## config.mk

```make
export PLATFORM = sky130hd
export DESIGN_NAME = mmc_spi_cmd_seq
export DESIGN_NICKNAME = d
export VERILOG_FILES = /design/src/rtl/mmc_seq_pkg.sv /design/src/rtl/spi_byte_shifter.sv /design/src/rtl/mmc_irq_flags.sv /design/src/rtl/mmc_seq_ctrl.sv /design/src/rtl/mmc_spi_cmd_seq.sv
export SDC_FILE = /design/constraint.sdc
export NUM_CORES = 1
export LEC_CHECK = 0
export ABC_AREA = 1
export BUFFER_PORTS_ARGS = -buffer_cell sky130_fd_sc_hd__buf_2
export CORE_MARGIN = 2
export CORE_UTILIZATION = 35
export CTS_CLUSTER_DIAMETER = 80
export DETAILED_ROUTE_END_ITERATION = 8
export GPL_TIMING_DRIVEN = 0
export PLACE_DENSITY = 0.52
export SETUP_SLACK_MARGIN = 0.02
export SYNTH_ARGS = -nofsm -noshare
export SYNTH_HDL_FRONTEND = slang
export SYNTH_SLANG_ARGS = --single-unit
```

## constraint.sdc

```tcl
create_clock -name clk -period 3.2 [get_ports clk]
set_input_delay 0 -clock clk [delete_from_list [all_inputs] [get_ports clk]]
set_output_delay 0 -clock clk [all_outputs]
set_load 0.05 [all_outputs]
```

## src/rtl/mmc_seq_pkg.sv

```systemverilog
package mmc_seq_pkg;
  typedef enum logic [1:0] {
    ST_IDLE = 2'd0,
    ST_CMD  = 2'd1,
    ST_RESP = 2'd2,
    ST_POLL = 2'd3
  } seq_state_t;

  localparam int IRQ_W        = 5;
  localparam int IRQ_SENT     = 0;
  localparam int IRQ_SEQ_END  = 1;
  localparam int IRQ_BUSY_END = 2;
  localparam int IRQ_TIMEOUT  = 3;
  localparam int IRQ_BUSY_ERR = 4;
endpackage

```

## src/rtl/spi_byte_shifter.sv

```systemverilog
module spi_byte_shifter #(
  parameter int DIV_W  = 8,
  parameter int BYTE_W = 8
) (
  input  logic              clk,
  input  logic              rst_n,
  input  logic              go,
  input  logic [BYTE_W-1:0] tx_byte,
  input  logic [DIV_W-1:0]  div,
  input  logic              miso,
  output logic              sclk,
  output logic              mosi,
  output logic              done,
  output logic [BYTE_W-1:0] rx_byte
);
  localparam int BIT_CW = $clog2(BYTE_W);

  logic              active_q, half_q, done_q;
  logic [DIV_W-1:0]  div_q;
  logic [BIT_CW-1:0] bit_q;
  logic [BYTE_W-1:0] tx_q, rx_q;

  always_ff @(posedge clk or negedge rst_n) begin
    if (!rst_n) begin
      active_q <= 1'b0;
      half_q   <= 1'b0;
      done_q   <= 1'b0;
      div_q    <= '0;
      bit_q    <= '0;
      tx_q     <= '1;
      rx_q     <= '1;
    end else begin
      done_q <= 1'b0;
      if (!active_q) begin
        if (go) begin
          active_q <= 1'b1;
          half_q   <= 1'b0;
          div_q    <= '0;
          bit_q    <= '0;
          tx_q     <= tx_byte;
        end
      end else if (div_q == div) begin
        div_q <= '0;
        if (!half_q) begin
          half_q <= 1'b1;
          rx_q   <= {rx_q[BYTE_W-2:0], miso};
        end else begin
          half_q <= 1'b0;
          tx_q   <= {tx_q[BYTE_W-2:0], 1'b1};
          if (bit_q == BIT_CW'(BYTE_W-1)) begin
            active_q <= 1'b0;
            done_q   <= 1'b1;
          end else begin
            bit_q <= bit_q + 1'b1;
          end
        end
      end else begin
        div_q <= div_q + 1'b1;
      end
    end
  end

  assign sclk    = active_q & half_q;
  assign mosi    = active_q ? tx_q[BYTE_W-1] : 1'b1;
  assign done    = done_q;
  assign rx_byte = rx_q;
endmodule

```

## src/rtl/mmc_irq_flags.sv

```systemverilog
module mmc_irq_flags #(
  parameter int W = 5
) (
  input  logic         clk,
  input  logic         rst_n,
  input  logic [W-1:0] set_ev,
  input  logic [W-1:0] clr_ev,
  output logic [W-1:0] flags
);
  logic [W-1:0] flags_q;

  always_ff @(posedge clk or negedge rst_n) begin
    if (!rst_n) flags_q <= '0;
    else        flags_q <= (flags_q & ~clr_ev) | set_ev;
  end

  assign flags = flags_q;
endmodule

```

## src/rtl/mmc_seq_ctrl.sv

```systemverilog
module mmc_seq_ctrl
  import mmc_seq_pkg::*;
#(
  parameter int IDX_W       = 6,
  parameter int ARG_W       = 32,
  parameter int CRC_W       = 7,
  parameter int LIM_W       = 8,
  parameter int RESP_TRIES  = 8,
  parameter int BYTE_W      = 8
) (
  input  logic              clk,
  input  logic              rst_n,
  input  logic              start,
  input  logic [IDX_W-1:0]  cmd_index,
  input  logic [ARG_W-1:0]  cmd_arg,
  input  logic [CRC_W-1:0]  cmd_crc,
  input  logic [LIM_W-1:0]  busy_limit,
  input  logic              done,
  input  logic [BYTE_W-1:0] rx_byte,
  output logic              go,
  output logic [BYTE_W-1:0] tx_byte,
  output logic              cs_n,
  output logic              seq_busy,
  output logic              data_busy,
  output logic [BYTE_W-1:0] resp_byte,
  output logic [IRQ_W-1:0]  irq_set
);
  localparam int FRAME_W     = 3 + IDX_W + ARG_W + CRC_W;
  localparam int FRAME_BYTES = FRAME_W / BYTE_W;
  localparam int CNT_MAX     = (RESP_TRIES > FRAME_BYTES) ? RESP_TRIES : FRAME_BYTES;
  localparam int CNT_W       = $clog2(CNT_MAX + 1);

  seq_state_t          state_q;
  logic [FRAME_W-1:0]  frame_q;
  logic [CNT_W-1:0]    cnt_q;
  logic [LIM_W-1:0]    pcnt_q;
  logic                go_q, cs_n_q, busy_q, dt_q;
  logic [BYTE_W-1:0]   resp_q;
  logic                cmd_last, resp_hit, resp_to, poll_ok, poll_err;

  always_comb begin
    cmd_last = (state_q == ST_CMD)  && done && (cnt_q == CNT_W'(FRAME_BYTES - 1));
    resp_hit = (state_q == ST_RESP) && done && !rx_byte[BYTE_W-1];
    resp_to  = (state_q == ST_RESP) && done && rx_byte[BYTE_W-1]
               && (cnt_q == CNT_W'(RESP_TRIES - 1));
    poll_ok  = (state_q == ST_POLL) && done && (rx_byte == '1);
    poll_err = (state_q == ST_POLL) && done && (rx_byte != '1)
               && (({1'b0, pcnt_q} + 1'b1) >= {1'b0, busy_limit});
    irq_set               = '0;
    irq_set[IRQ_SENT]     = cmd_last;
    irq_set[IRQ_SEQ_END]  = resp_hit | resp_to;
    irq_set[IRQ_BUSY_END] = poll_ok;
    irq_set[IRQ_TIMEOUT]  = resp_to;
    irq_set[IRQ_BUSY_ERR] = poll_err;
  end

  always_ff @(posedge clk or negedge rst_n) begin
    if (!rst_n) begin
      state_q <= ST_IDLE;
      frame_q <= '1;
      cnt_q   <= '0;
      pcnt_q  <= '0;
      go_q    <= 1'b0;
      cs_n_q  <= 1'b1;
      busy_q  <= 1'b0;
      dt_q    <= 1'b0;
      resp_q  <= '1;
    end else begin
      go_q <= 1'b0;
      unique case (state_q)
        ST_IDLE: if (start) begin
          frame_q <= {2'b01, cmd_index, cmd_arg, cmd_crc, 1'b1};
          cnt_q   <= '0;
          cs_n_q  <= 1'b0;
          busy_q  <= 1'b1;
          go_q    <= 1'b1;
          state_q <= ST_CMD;
        end
        ST_CMD: if (done) begin
          go_q <= 1'b1;
          if (cmd_last) begin
            cnt_q   <= '0;
            state_q <= ST_RESP;
          end else begin
            frame_q <= frame_q << BYTE_W;
            cnt_q   <= cnt_q + 1'b1;
          end
        end
        ST_RESP: if (done) begin
          if (resp_hit) begin
            resp_q  <= rx_byte;
            cs_n_q  <= 1'b1;
            busy_q  <= 1'b0;
            dt_q    <= 1'b1;
            pcnt_q  <= '0;
            go_q    <= 1'b1;
            state_q <= ST_POLL;
          end else if (resp_to) begin
            cs_n_q  <= 1'b1;
            busy_q  <= 1'b0;
            state_q <= ST_IDLE;
          end else begin
            cnt_q <= cnt_q + 1'b1;
            go_q  <= 1'b1;
          end
        end
        ST_POLL: if (done) begin
          if (poll_ok || poll_err) begin
            dt_q    <= 1'b0;
            state_q <= ST_IDLE;
          end else begin
            pcnt_q <= pcnt_q + 1'b1;
            go_q   <= 1'b1;
          end
        end
        default: state_q <= ST_IDLE;
      endcase
    end
  end

  assign go        = go_q;
  assign tx_byte   = (state_q == ST_CMD) ? frame_q[FRAME_W-1 -: BYTE_W] : '1;
  assign cs_n      = cs_n_q;
  assign seq_busy  = busy_q;
  assign data_busy = dt_q;
  assign resp_byte = resp_q;
endmodule

```

## src/rtl/mmc_spi_cmd_seq.sv

```systemverilog
module mmc_spi_cmd_seq
  import mmc_seq_pkg::*;
#(
  parameter int IDX_W      = 6,
  parameter int ARG_W      = 32,
  parameter int CRC_W      = 7,
  parameter int DIV_W      = 8,
  parameter int LIM_W      = 8,
  parameter int RESP_TRIES = 8
) (
  input  logic             clk,
  input  logic             rst_n,
  input  logic             start,
  input  logic [IDX_W-1:0] cmd_index,
  input  logic [ARG_W-1:0] cmd_arg,
  input  logic [CRC_W-1:0] cmd_crc,
  input  logic [DIV_W-1:0] clk_div,
  input  logic [LIM_W-1:0] busy_limit,
  input  logic [IRQ_W-1:0] irq_clr,
  input  logic             miso,
  output logic             sclk,
  output logic             cs_n,
  output logic             mosi,
  output logic             seq_busy,
  output logic             data_busy,
  output logic [7:0]       resp_byte,
  output logic [IRQ_W-1:0] irq_flags
);
  localparam int BYTE_W = 8;

  logic              go, done;
  logic [BYTE_W-1:0] tx_byte, rx_byte;
  logic [IRQ_W-1:0]  irq_set;

  mmc_seq_ctrl #(
    .IDX_W(IDX_W), .ARG_W(ARG_W), .CRC_W(CRC_W), .LIM_W(LIM_W),
    .RESP_TRIES(RESP_TRIES), .BYTE_W(BYTE_W)
  ) u_ctrl (
    .clk(clk), .rst_n(rst_n), .start(start),
    .cmd_index(cmd_index), .cmd_arg(cmd_arg), .cmd_crc(cmd_crc),
    .busy_limit(busy_limit), .done(done), .rx_byte(rx_byte),
    .go(go), .tx_byte(tx_byte), .cs_n(cs_n), .seq_busy(seq_busy),
    .data_busy(data_busy), .resp_byte(resp_byte), .irq_set(irq_set)
  );

  spi_byte_shifter #(.DIV_W(DIV_W), .BYTE_W(BYTE_W)) u_shift (
    .clk(clk), .rst_n(rst_n), .go(go), .tx_byte(tx_byte), .div(clk_div),
    .miso(miso), .sclk(sclk), .mosi(mosi), .done(done), .rx_byte(rx_byte)
  );

  mmc_irq_flags #(.W(IRQ_W)) u_flags (
    .clk(clk), .rst_n(rst_n), .set_ev(irq_set), .clr_ev(irq_clr),
    .flags(irq_flags)
  );
endmodule

```

==> Yosys cells after proc, flatten, opt, wreduce, memory -nomap -nowiden <==
Index checks and enable logic that the tools add are counted.
{ "word_totals": {"out_inout_bits": 18, "elab_cells": 157, "register_bits": 109, "in_bits": 70} }
{ "classes": {"n_bitwise": 6, "n_reduce_logical": 29, "eq_ne": 24, "addsub": 5, "muxes": 75, "order_cmp": 1} }
{ "op_table": {"columns": ["cell", "n"], "rows": [
  ["48-bit two-way mux", 3],
  ["8-bit two-way mux", 12],
  ["48-bit case mux with 2 select lines", 1],
  ["1-bit two-way mux", 33],
  ["4-bit two-way mux", 6],
  ["2-bit inequality test, second input constant", 9],
  ["8-bit by 1-bit adder with 8-bit output, second input constant", 2],
  ["2-bit two-way mux", 8],
  ["8-bit case mux with 2 select lines", 1],
  ["3-bit two-way mux", 5],
  ["4-bit case mux with 3 select lines", 1],
  ["4-bit AND reduction", 3],
  ["1-bit logical AND", 10],
  ["2-bit by 1-bit inequality test with 1-bit output, second input constant", 5],
  ["5-bit AND reduction", 2],
  ["8-bit by 1-bit adder with 9-bit output, second input constant", 1],
  ["9-bit by 8-bit >= comparator with 1-bit output", 1],
  ["3-bit AND reduction", 3],
  ["4-bit by 3-bit equality test with 1-bit output, second input constant", 2],
  ["8-bit equality test", 1],
  ["8-bit equality test, second input constant", 1],
  ["8-bit inequality test, second input constant", 1],
  ["2-bit case mux with 4 select lines", 1],
  ["2-bit nonzero test", 4],
  ["other kinds (21)", 24]
]} }

==> Logic depth before layout (Yosys ltp) <==
Gate-level depths: netlist of run 1.
{ "depth": {"word_depth": 8, "depth_mapped": 17, "depth_no_buf": 17} }

==> By module <==
From an unflattened synthesis of run 1, not the netlist that was laid out.
{ "hier_totals": {"hier_cells": 734, "hier_area_um2": 5909.4} }
{ "by_module_without_submodules": {"columns": ["module", "n_inst", "seq_area_each_um2", "area_per_inst_um2", "cells_per_inst"], "rows": [
  ["mmc_seq_ctrl", 1, 1923.1, 4070.2, 502],
  ["spi_byte_shifter", 1, 770.7, 1639.1, 207],
  ["mmc_irq_flags", 1, 125.1, 200.2, 25]
]} }

==> Worst setup path before layout of run 1 <==
Ideal clock, no wire load.
{ "synth_path": {"path_kind": "register to register", "start": "reg u_ctrl.pcnt_q[0]", "end": "reg u_ctrl.pcnt_q[0]", "n_path_buf": 1, "period_less_slack_ps": 2199, "required_ps": 3082, "arrival_ps": 2081, "setup_slack_ps": 1001, "setup_ps": 118, "path_stages_with_launch": 18, "cell_sequence": "dfrtp_1 ha_1 nand3_1 xor2_1 ha_1 nand2_1 inv_1 nand2_1 nand3_1 nand2_1 nand2_1 nand2_1 nand2_1 nand2_1 nand3_2 buf_6 nand2_1 o21ai_2"} }
{ "synth_between": {"elab_chain_cells": 6, "elab_cells_between_ends": 10, "cone_classes": "add/sub: 2; order compare: 1; eq/ne: 1; mux: 3; reduce/logical: 3"} }
{ "synth_rtl": {"columns": ["element", "line_no", "source"], "rows": [
  ["start, declared", "mmc_seq_ctrl.sv:36", "logic [LIM_W-1:0] pcnt_q;"],
  ["start signal, assigned", "mmc_seq_ctrl.sv:112", "pcnt_q <= pcnt_q + 1'b1;"],
  ["8-bit by 1-bit adder with 9-bit output", "mmc_seq_ctrl.sv:48", "&& (({1'b0, pcnt_q} + 1'b1) >= {1'b0, busy_limit});"],
  ["9-bit by 8-bit >= comparator with 1-bit output", "mmc_seq_ctrl.sv:48", null],
  ["1-bit logical AND", "mmc_seq_ctrl.sv:48", null],
  ["1-bit logical OR", "mmc_seq_ctrl.sv:108", "if (poll_ok || poll_err) begin"],
  ["2-bit inequality test (no line)", null, null],
  ["5-bit AND reduction (no line)", null, null]
]} }
Several ways; a longest one is shown, not always the timed one. The select of a mux whose other input is x is not followed.
A chain may end at the register's enable or synchronous reset.

==> Worst setup path after layout of run 1 <==
Ends and elaborated chain as after synthesis.

==> reports/metrics.yaml, run 1 <==
setup_tns_ns: 0
rsz0062_at_grt: "false"
multi_input_area_um2: 2320
clkPwrFrac: 0.187
relSlewSlack: 0.514
vias: 4715
intPower_mw: 3.56
io-pin-count: 88
hold_viol_final: 0
cp-start-kind: "register"
period_share: 0.799
syn-num-nets: 738
holdWs_ns: 0.120
cts_buffer_depth: 2
die_y_um: 130
io_buffers: 87
numCtsBuffers: 9
grt_start_max_net_pins: 56
crit_path_end_kind: "register"
pwr-share-seq: 0.424
dr.pass1.iters: 4
layout_common_cells: "180 x nand2_1, 93 x buf_2, 75 x inv_1"
postCtsSetupRepairBufs: 0
final_common_cell: "nand2_1"
h-tree-depth: 3
drive_gt1_frac: 0.294
grt_pass1_wl_mm: 22.0
fill_cells: 1592
total_power_mw: 5.78
final_area_um2: 7140
clock_skew_ns: 0.00705
syn_inst: 650
drc: 0
cap_viol_max_count: 0
root_buffer: "clkbuf_16"
wl_per_cell_um: 12.9
p_sw_mw: 2.22
via_per_inst: 4.61
synth.distinct_cells: 37
comb_power_share: 0.389
finalWorstPathRequiredPeriod_ns: 2.56
antenna_found_initial: 0
tritoncts: "done"
status: "finished, final reports clean"
synthToLayoutAreaGrowth_pct: 27.7
cts_sinks: 109
grt_overflow_total: 0
ys_seq_elements: 109
synth.avg_cell_area_um2: 8.59
finalMaxSlewViolations: 0
nets: 890
finalWirelength_mm: 13.2
ys_warn_count: 0
die_x_um: 130
clock_latency_ns: 0.36
seq_area_um2: 2820
yosysSeqAreaShare: 0.505
drt_iter0_markers: 156
fmax_mhz: 391
initial_core_util: 0.354
ctsHoldBuffers: 53
p_per_area_nw_per_um2: 810
core-area_um2: 15800
die-area_um2: 17000
worstMarginPinSlew_ns: 0.729
hpwl_mm: 9.66
place.gp.congestion: 0.802
dpl_cell_area_um2: 6320
rows: 46
finalSetupViolations: 0
hold_path_class: "primary input to register"
worstPathRequired_ns: 3.45
ir_worst_vdd_uv: 405
grt_use_total: 0.165
worst-path-max-fanout: 10
p_leak_nw: 3.31
worstPathArrival_ns: 2.81
cts_resized: 0
worstSetupPathType: "register to register"
netSwitchingFraction: 0.383
grt_pass1_vias: 4677
path_clk_slew_ns: 0.07
final_antenna_net_count: 0
diodes: 0
synth_area_um2: 5590
## layer usage
layer,global-route usage,part of all wire,vias to the layer above
met5,0,0,-
met4,0.0488,0.012,0
met3,0.0336,0.035,15
met2,0.290,0.49,81
met1,0.204,0.46,2215
li1,-,-,2404
## worst max-delay path, stage by stage (launching register included)
cell,delay (ns)
dfrtp_1,0.43
ha_1,0.21
nand3_1,0.13
nor2_1,0.20
xor2_1,0.22
ha_1,0.28
nand2_1,0.08
inv_1,0.04
nand2_1,0.06
nand2_1,0.05
nand2_1,0.05
nand2_1,0.05
nand2_1,0.15
nand3_2,0.18
buf_6,0.21
nand2_1,0.07
o21ai_2,0.05
## final cells by class
class,count,share of cell area
Sequential cell,109,0.395
Buffer,25,0.0202
Clock inverter,3,0.00316
Timing Repair Buffer,141,0.140
Clock buffer,13,0.0365
Inverter,82,0.0431
Tap cell,216,0.0379
Multi-Input combinational cell,434,0.325
## synth_stat cells (all sizes together)
cell type	n	area share
nand2	185	0.13
inv	82	0.055
dfstp	73	0.34
nor2	55	0.039
o21ai	54	0.065
a31oi	39	0.044
dfrtp	36	0.16
nand3	24	0.022
ha	18	0.040
o22ai	15	0.017
buf	14	0.018
clkbuf	11	0.0074
xor2	11	0.017
a21oi	7	0.0069
nor3	7	0.0072
nand4	5	0.0056
or2	5	0.0056
nor4	2	0.0049
xnor2	2	0.0031
a211oi	1	0.0022
a22oi	1	0.0013
mux2	1	0.0020
o21a	1	0.0013
o21bai	1	0.0013
## flip-flops by register name (all words and copies together) (netlist names), 2 cells and up
name	count
u_shift.rx_byte	8
u_shift.bit_q	3
u_shift.tx_q	8
u_ctrl.frame_q	48
u_shift.div_q	8
u_ctrl.state_q	2
u_ctrl.resp_byte	8
u_flags.flags	5
u_ctrl.pcnt_q	8
u_ctrl.cnt_q	4
## cells by family after synthesis
logic type / synth area share
AND/OR/NAND/NOR: 0.214
AO/OA/AOI/OAI: 0.138
XOR/XNOR: 0.0204
adder cells (fa/ha/maj): 0.0403
flip-flops: 0.505
multiplexers: 0.00202
buffers and inverters: 0.0809
## path summary, 6_finish.rpt
check / from / end / slack, ns / cells after the start
worst min-delay path: clk_div[0] / u_shift.done / 0.12 / 6
max in group asynchronous: rst_n / u_shift.tx_q[0] / 2.20 / 3
worst min register to register: u_ctrl.resp_byte[7] / u_ctrl.resp_byte[7] / 0.47 / 2
worst max-delay path: u_ctrl.pcnt_q[0] / u_ctrl.pcnt_q[0] / 0.64 / 16
min in group asynchronous: rst_n / u_ctrl.pcnt_q[7] / 0.24 / 2
worst max register to register: u_ctrl.pcnt_q[0] / u_ctrl.pcnt_q[0] / 0.64 / 16
## metrics by stage
step / setup slack [ns] / utilization / cells
6_report: 0.643 / 0.452 / 1023
3_5_place_dp: 0.646 / 0.401 / 954
2_1_floorplan: 1.00 / - / 650
4_1_cts: 0.621 / 0.452 / 1023
5_1_grt: 0.382 / 0.452 / 1023
3_3_place_gp: 0.656 / 0.399 / 953
## power by group through the flow
stage | Sequential, mW | Clock (mW) | Combinational, mW
final | 2.45 | 1.08 | 2.25
after global placement | 2.46 | 0 | 2.17
after floorplan | 2.40 | 0 | 1.67
after detailed placement | 2.48 | 0 | 2.23
after CTS | 2.45 | 1.12 | 2.29
after global routing | 2.52 | 1.16 | 2.58
(Power assumes the default switching activity.)
==> run 2, diff against run 1 <==
Settings changed: PLACE_DENSITY 0.52 to 0.54.
Clock period 3.2 ns to 2.14 ns, I/O delays scaled along.
==> reports/metrics.yaml, run 2 (synthesis results as in run 1) <==
netSwitchingFraction: 0.377
path_clk_slew_ns: 0.07
clock_skew_ns: 0.00531
root_buffer: "clkbuf_16"
regMostFlops: "u_ctrl.frame_q"
min_delay_path_depth: 6
rows: 46
grt_overflow_total: 0
dr.pass1.iters: 4
clkPwrFrac: 0.197
worst-path-max-fanout: 6
cp_top_family: "simple AND/OR/NAND/NOR gates"
tritoncts: "done"
grt_pass1_vias: 4882
finalSetupViolations: 12
fmax_mhz: 434
io-pin-count: 88
io_buffers: 87
cp_slowest_cell: "dfrtp_1"
diodes: 0
p_leak_nw: 3.52
drc: 0
reg2reg_depth: 14
total_power_mw: 9.14
die_x_um: 130
worstMarginPinSlew_ns: 0.701
hpwl_mm: 9.76
h-tree-depth: 3
path_depth: 14
final_common_cell: "nand2_1"
p_sw_mw: 3.44
cap_viol_max_count: 0
wl_per_cell_um: 13.4
fill_cells: 1562
worstSetupPathType: "register to register"
ir_worst_vdd_uv: 539
p_per_area_nw_per_um2: 1190
seq_area_um2: 2820
critPathBufInv: 1
comb_power_share: 0.401
vias: 4922
dp_cells: 954
pwr-share-seq: 0.402
violations: "negative setup slack"
crit_path_end_kind: "register"
largest_reg_flops: 48
finalWirelength_mm: 14.1
place.gp.congestion: 0.777
worstPathRequired_ns: 2.42
cp_cell_sequence: "ha_4 -> nand3_4 -> xor2_2 -> ha_1 -> a21oi_1 -> nand3_2 -> nand2_1 -> nand2_1 -> nand2_1 -> nand2_2 -> nand2_4 -> nand3_4 -> buf_8 -> o21ai_2"
status: "finished, violations left"
worstPathArrival_ns: 2.58
hold_viol_final: 0
intPower_mw: 5.69
clock_latency_ns: 0.35
drive_gt1_frac: 0.365
cts_buffer_depth: 2
critPathMostFrequentCell: "nand2_1"
drt_iter0_markers: 242
antenna_found_initial: 0
finalWorstPathRequiredPeriod_ns: 2.30
layout_common_cells: "168 x nand2_1, 92 x buf_2, 73 x dfstp_2"
relSlewSlack: 0.533
setup_slack_ns: -0.163
final_antenna_net_count: 0
rsz0062_at_grt: "true"
die-area_um2: 17000
grt_use_total: 0.172
hold_path_class: "primary input to register"
multi_input_area_um2: 2530
cts_sinks: 109
cp-start-kind: "register"
synthToLayoutAreaGrowth_pct: 37.0
finalNonFillerCells: 1050
numCtsBuffers: 9
slowest_delay_ns: 0.42
initial_core_util: 0.354
grt_pass1_wl_mm: 23.1
grt_start_max_net_pins: 57
via_per_inst: 4.69
finalMaxSlewViolations: 0
nets: 917
period_share: 1.08
die_y_um: 130
core-area_um2: 15800
[run 2: cell types whose count changed in the layout (fill, tap and decap cells not counted), sizes merged]
cell      change
bufinv        +2
clkinv        +2
clkbuf        -4
buf          +28
clkinvlp      -1
[run 2: tightest hold or removal path: cells and delay by family]
family,cells,cell delay (ns)
AND/OR/NAND/NOR,5,0.36
buffers and inverters,1,0.08
[run 2: repair_timing]
action | in CTS | in global routing
buffers inserted | 16 | 9
gates resized for setup | 28 | 38
cloned | 1 | 1
setup endpoints to repair | 61 | 66
hold buffers | 53 | 0
pin swaps | 15 | 12
endpoints found under the hold margin | 73 | 0
[run 2: power by group through the flow]
stage               Combinational [mW]  Sequential [mW]  Clock (mW)
floorplan                         2.50             3.59           0
global placement                  3.23             3.66           0
detailed placement                3.33             3.70           0
CTS                               3.47             3.67        1.85
global route                      4.16             3.77        1.93
finish                            3.67             3.67        1.80
[run 2: final timing paths]
path / start / endpoint / slack (ns)
min in group asynchronous: rst_n / u_flags.flags[2] / 0.23
max in group asynchronous: rst_n / u_ctrl.frame_q[9] / 1.14
worst min register to register: u_ctrl.resp_byte[7] / u_ctrl.resp_byte[7] / 0.45
worst min-delay path: clk_div[0] / u_shift.done / 0.14
worst max register to register: u_ctrl.pcnt_q[1] / u_ctrl.pcnt_q[3] / -0.16
worst max-delay path: u_ctrl.pcnt_q[1] / u_ctrl.pcnt_q[3] / -0.16
[run 2: cell type report]
cell class / instances / area share
plain buffers: 25 / 0.0214
clock buffers: 10 / 0.0299
clock inverters: 6 / 0.0116
inverters: 82 / 0.0402
multi-input cells: 434 / 0.330
flip-flops and latches: 109 / 0.369
well taps: 216 / 0.0353
repair buffers: 168 / 0.162
[run 2: layer usage]
metal	share of wire	wire, µm	vias up	GRT usage
li1	-	-	2466	-
met5	0	0	-	0
met2	0.51	7190	104	0.311
met1	0.44	6180	2340	0.211
met4	0.012	163	0	0.0457
met3	0.041	579	12	0.0316
[run 2: through the flow]
step	utilization	instance area (µm²)	setup slack, ns	TNS (ns)	hold slack (ns)
floorplan	-	5600	0.00659	0	-0.296
global placement	0.400	6310	-0.282	-9.58	0.172
detailed placement	0.402	6340	-0.331	-5.30	0.102
CTS	0.472	7440	-0.243	-2.73	0.138
global route	0.485	7650	-0.347	-3.98	0.175
finish	0.485	7650	-0.163	-1.51	0.139
==> run 3, diff against run 2 <==
Settings changed: CORE_MARGIN 2 to not set, SKIP_CTS_REPAIR_TIMING set to 1.
==> reports/metrics.yaml, run 3 (synthesis results as in run 1) <==
p_per_area_nw_per_um2: 1210
worstPathArrival_ns: 2.63
clock_latency_ns: 0.35
grt_overflow_total: 0
vias: 4807
hold_viol_final: 0
cts_sinks: 109
place.gp.congestion: 0.745
grt_use_total: 0.167
min_delay_path_depth: 6
path_clk_slew_ns: 0.07
fmax_mhz: 419
io-pin-count: 88
tritoncts: "done"
grt_start_max_net_pins: 63
setup_tns_ns: -2.55
dr.pass1.iters: 4
regMostFlops: "u_ctrl.frame_q"
via_per_inst: 4.65
io_buffers: 87
ir_worst_vdd_uv: 730
core-area_um2: 15400
drive_gt1_frac: 0.344
p_leak_nw: 3.50
drc: 0
cp-start-kind: "register"
worstSetupPathType: "register to register"
layout_common_cells: "174 x nand2_1, 88 x buf_2, 73 x dfstp_2"
h-tree-depth: 3
violations: "negative setup slack"
finalWirelength_mm: 13.6
relSlewSlack: 0.583
grt_pass1_wl_mm: 21.5
worstPathRequired_ns: 2.39
synthToLayoutAreaGrowth_pct: 34.5
initial_core_util: 0.363
drt_iter0_markers: 185
r2r_setup_slack_ns: -0.25
finalWorstPathRequiredPeriod_ns: 2.39
die_y_um: 128
cts_buffer_depth: 2
status: "finished, violations left"
period_share: 1.12
root_buffer: "clkbuf_16"
diodes: 0
hpwl_mm: 9.55
final_antenna_net_count: 0
die_x_um: 128
finalSetupViolations: 13
fill_cells: 1508
worstMarginPinSlew_ns: 0.626
largest_reg_flops: 48
rsz0062_at_grt: "true"
final_common_cell: "nand2_1"
worst-path-max-fanout: 7
clock_skew_ns: 0.00553
finalMaxSlewViolations: 0
reg2reg_depth: 17
total_power_mw: 9.10
wl_per_cell_um: 13.2
crit_path_end_kind: "register"
antenna_found_initial: 0
hold_path_class: "primary input to register"
cap_viol_max_count: 0
numCtsBuffers: 9
grt_pass1_vias: 4486
die-area_um2: 16500
rows: 45
setup_slack_ns: -0.248
nets: 906
run 3: changes by cell type in the layout (fill, tap and decap cells not counted), sizes merged:
cell and change:
buf -16, bufinv -1, clkbuf +7, clkinv -1, clkinvlp -1, inv +1
run 3: final cells by class:
class	count	area, µm²	area share
timing repair buffer	157	1170	0.156
buffer	25	185	0.0246
multi-input combinational	434	2480	0.330
inverter	82	310	0.0413
sequential	109	2820	0.375
clock buffer	12	236	0.0315
clock inverter	4	48.8	0.00649
tap	211	264	0.0351
run 3: per-layer routing:
layer	GRT usage	wire, µm	share of wire
met5	0	0	0
met4	0.0429	111	0.0082
met3	0.0449	510	0.037
met2	0.286	6910	0.51
met1	0.209	6080	0.45
run 3: final timing paths:
path / from / to
min in group asynchronous: rst_n / u_flags.flags[2]
min: clk_div[0] / u_shift.done
min reg2reg: u_ctrl.resp_byte[7] / u_ctrl.resp_byte[7]
max: u_ctrl.pcnt_q[0] / u_ctrl.pcnt_q[7]
max in group asynchronous: rst_n / u_ctrl.frame_q[2]
max reg2reg: u_ctrl.pcnt_q[0] / u_ctrl.pcnt_q[7]
run 3: power by group:
part           switching, mW  total [mW]  internal [mW]
logic                   2.20        3.78           1.57
clock network          0.741        1.65          0.909
registers              0.459        3.67           3.21
run 3: through the flow:
stage | hold slack, ns | utilization | setup slack, ns | cell area (µm²) | instances
final | 0.150 | 0.489 | -0.248 | 7520 | 1034
after global routing | 0.188 | 0.489 | -0.386 | 7520 | 1034
after CTS | -0.328 | 0.431 | -0.313 | 6620 | 965
after detailed placement | 0.0590 | 0.412 | -0.290 | 6330 | 949
after global placement | 0.173 | 0.410 | -0.266 | 6300 | 948
after floorplan | -0.296 | - | 0.00659 | 5600 | 650
run 3: worst max-delay path, cell delays in order (launching register included):
cell	delay [ns]
dfrtp_1	0.40
ha_2	0.24
nand3_4	0.11
xor2_2	0.17
ha_1	0.30
nand2_1	0.08
inv_2	0.04
nand3_2	0.06
nand3_2	0.08
nand2_1	0.07
nand2_1	0.04
nand2_1	0.08
nand2_2	0.07
nand2_4	0.10
nand3_4	0.15
buf_12	0.19
nand2_2	0.05
o21ai_2	0.04
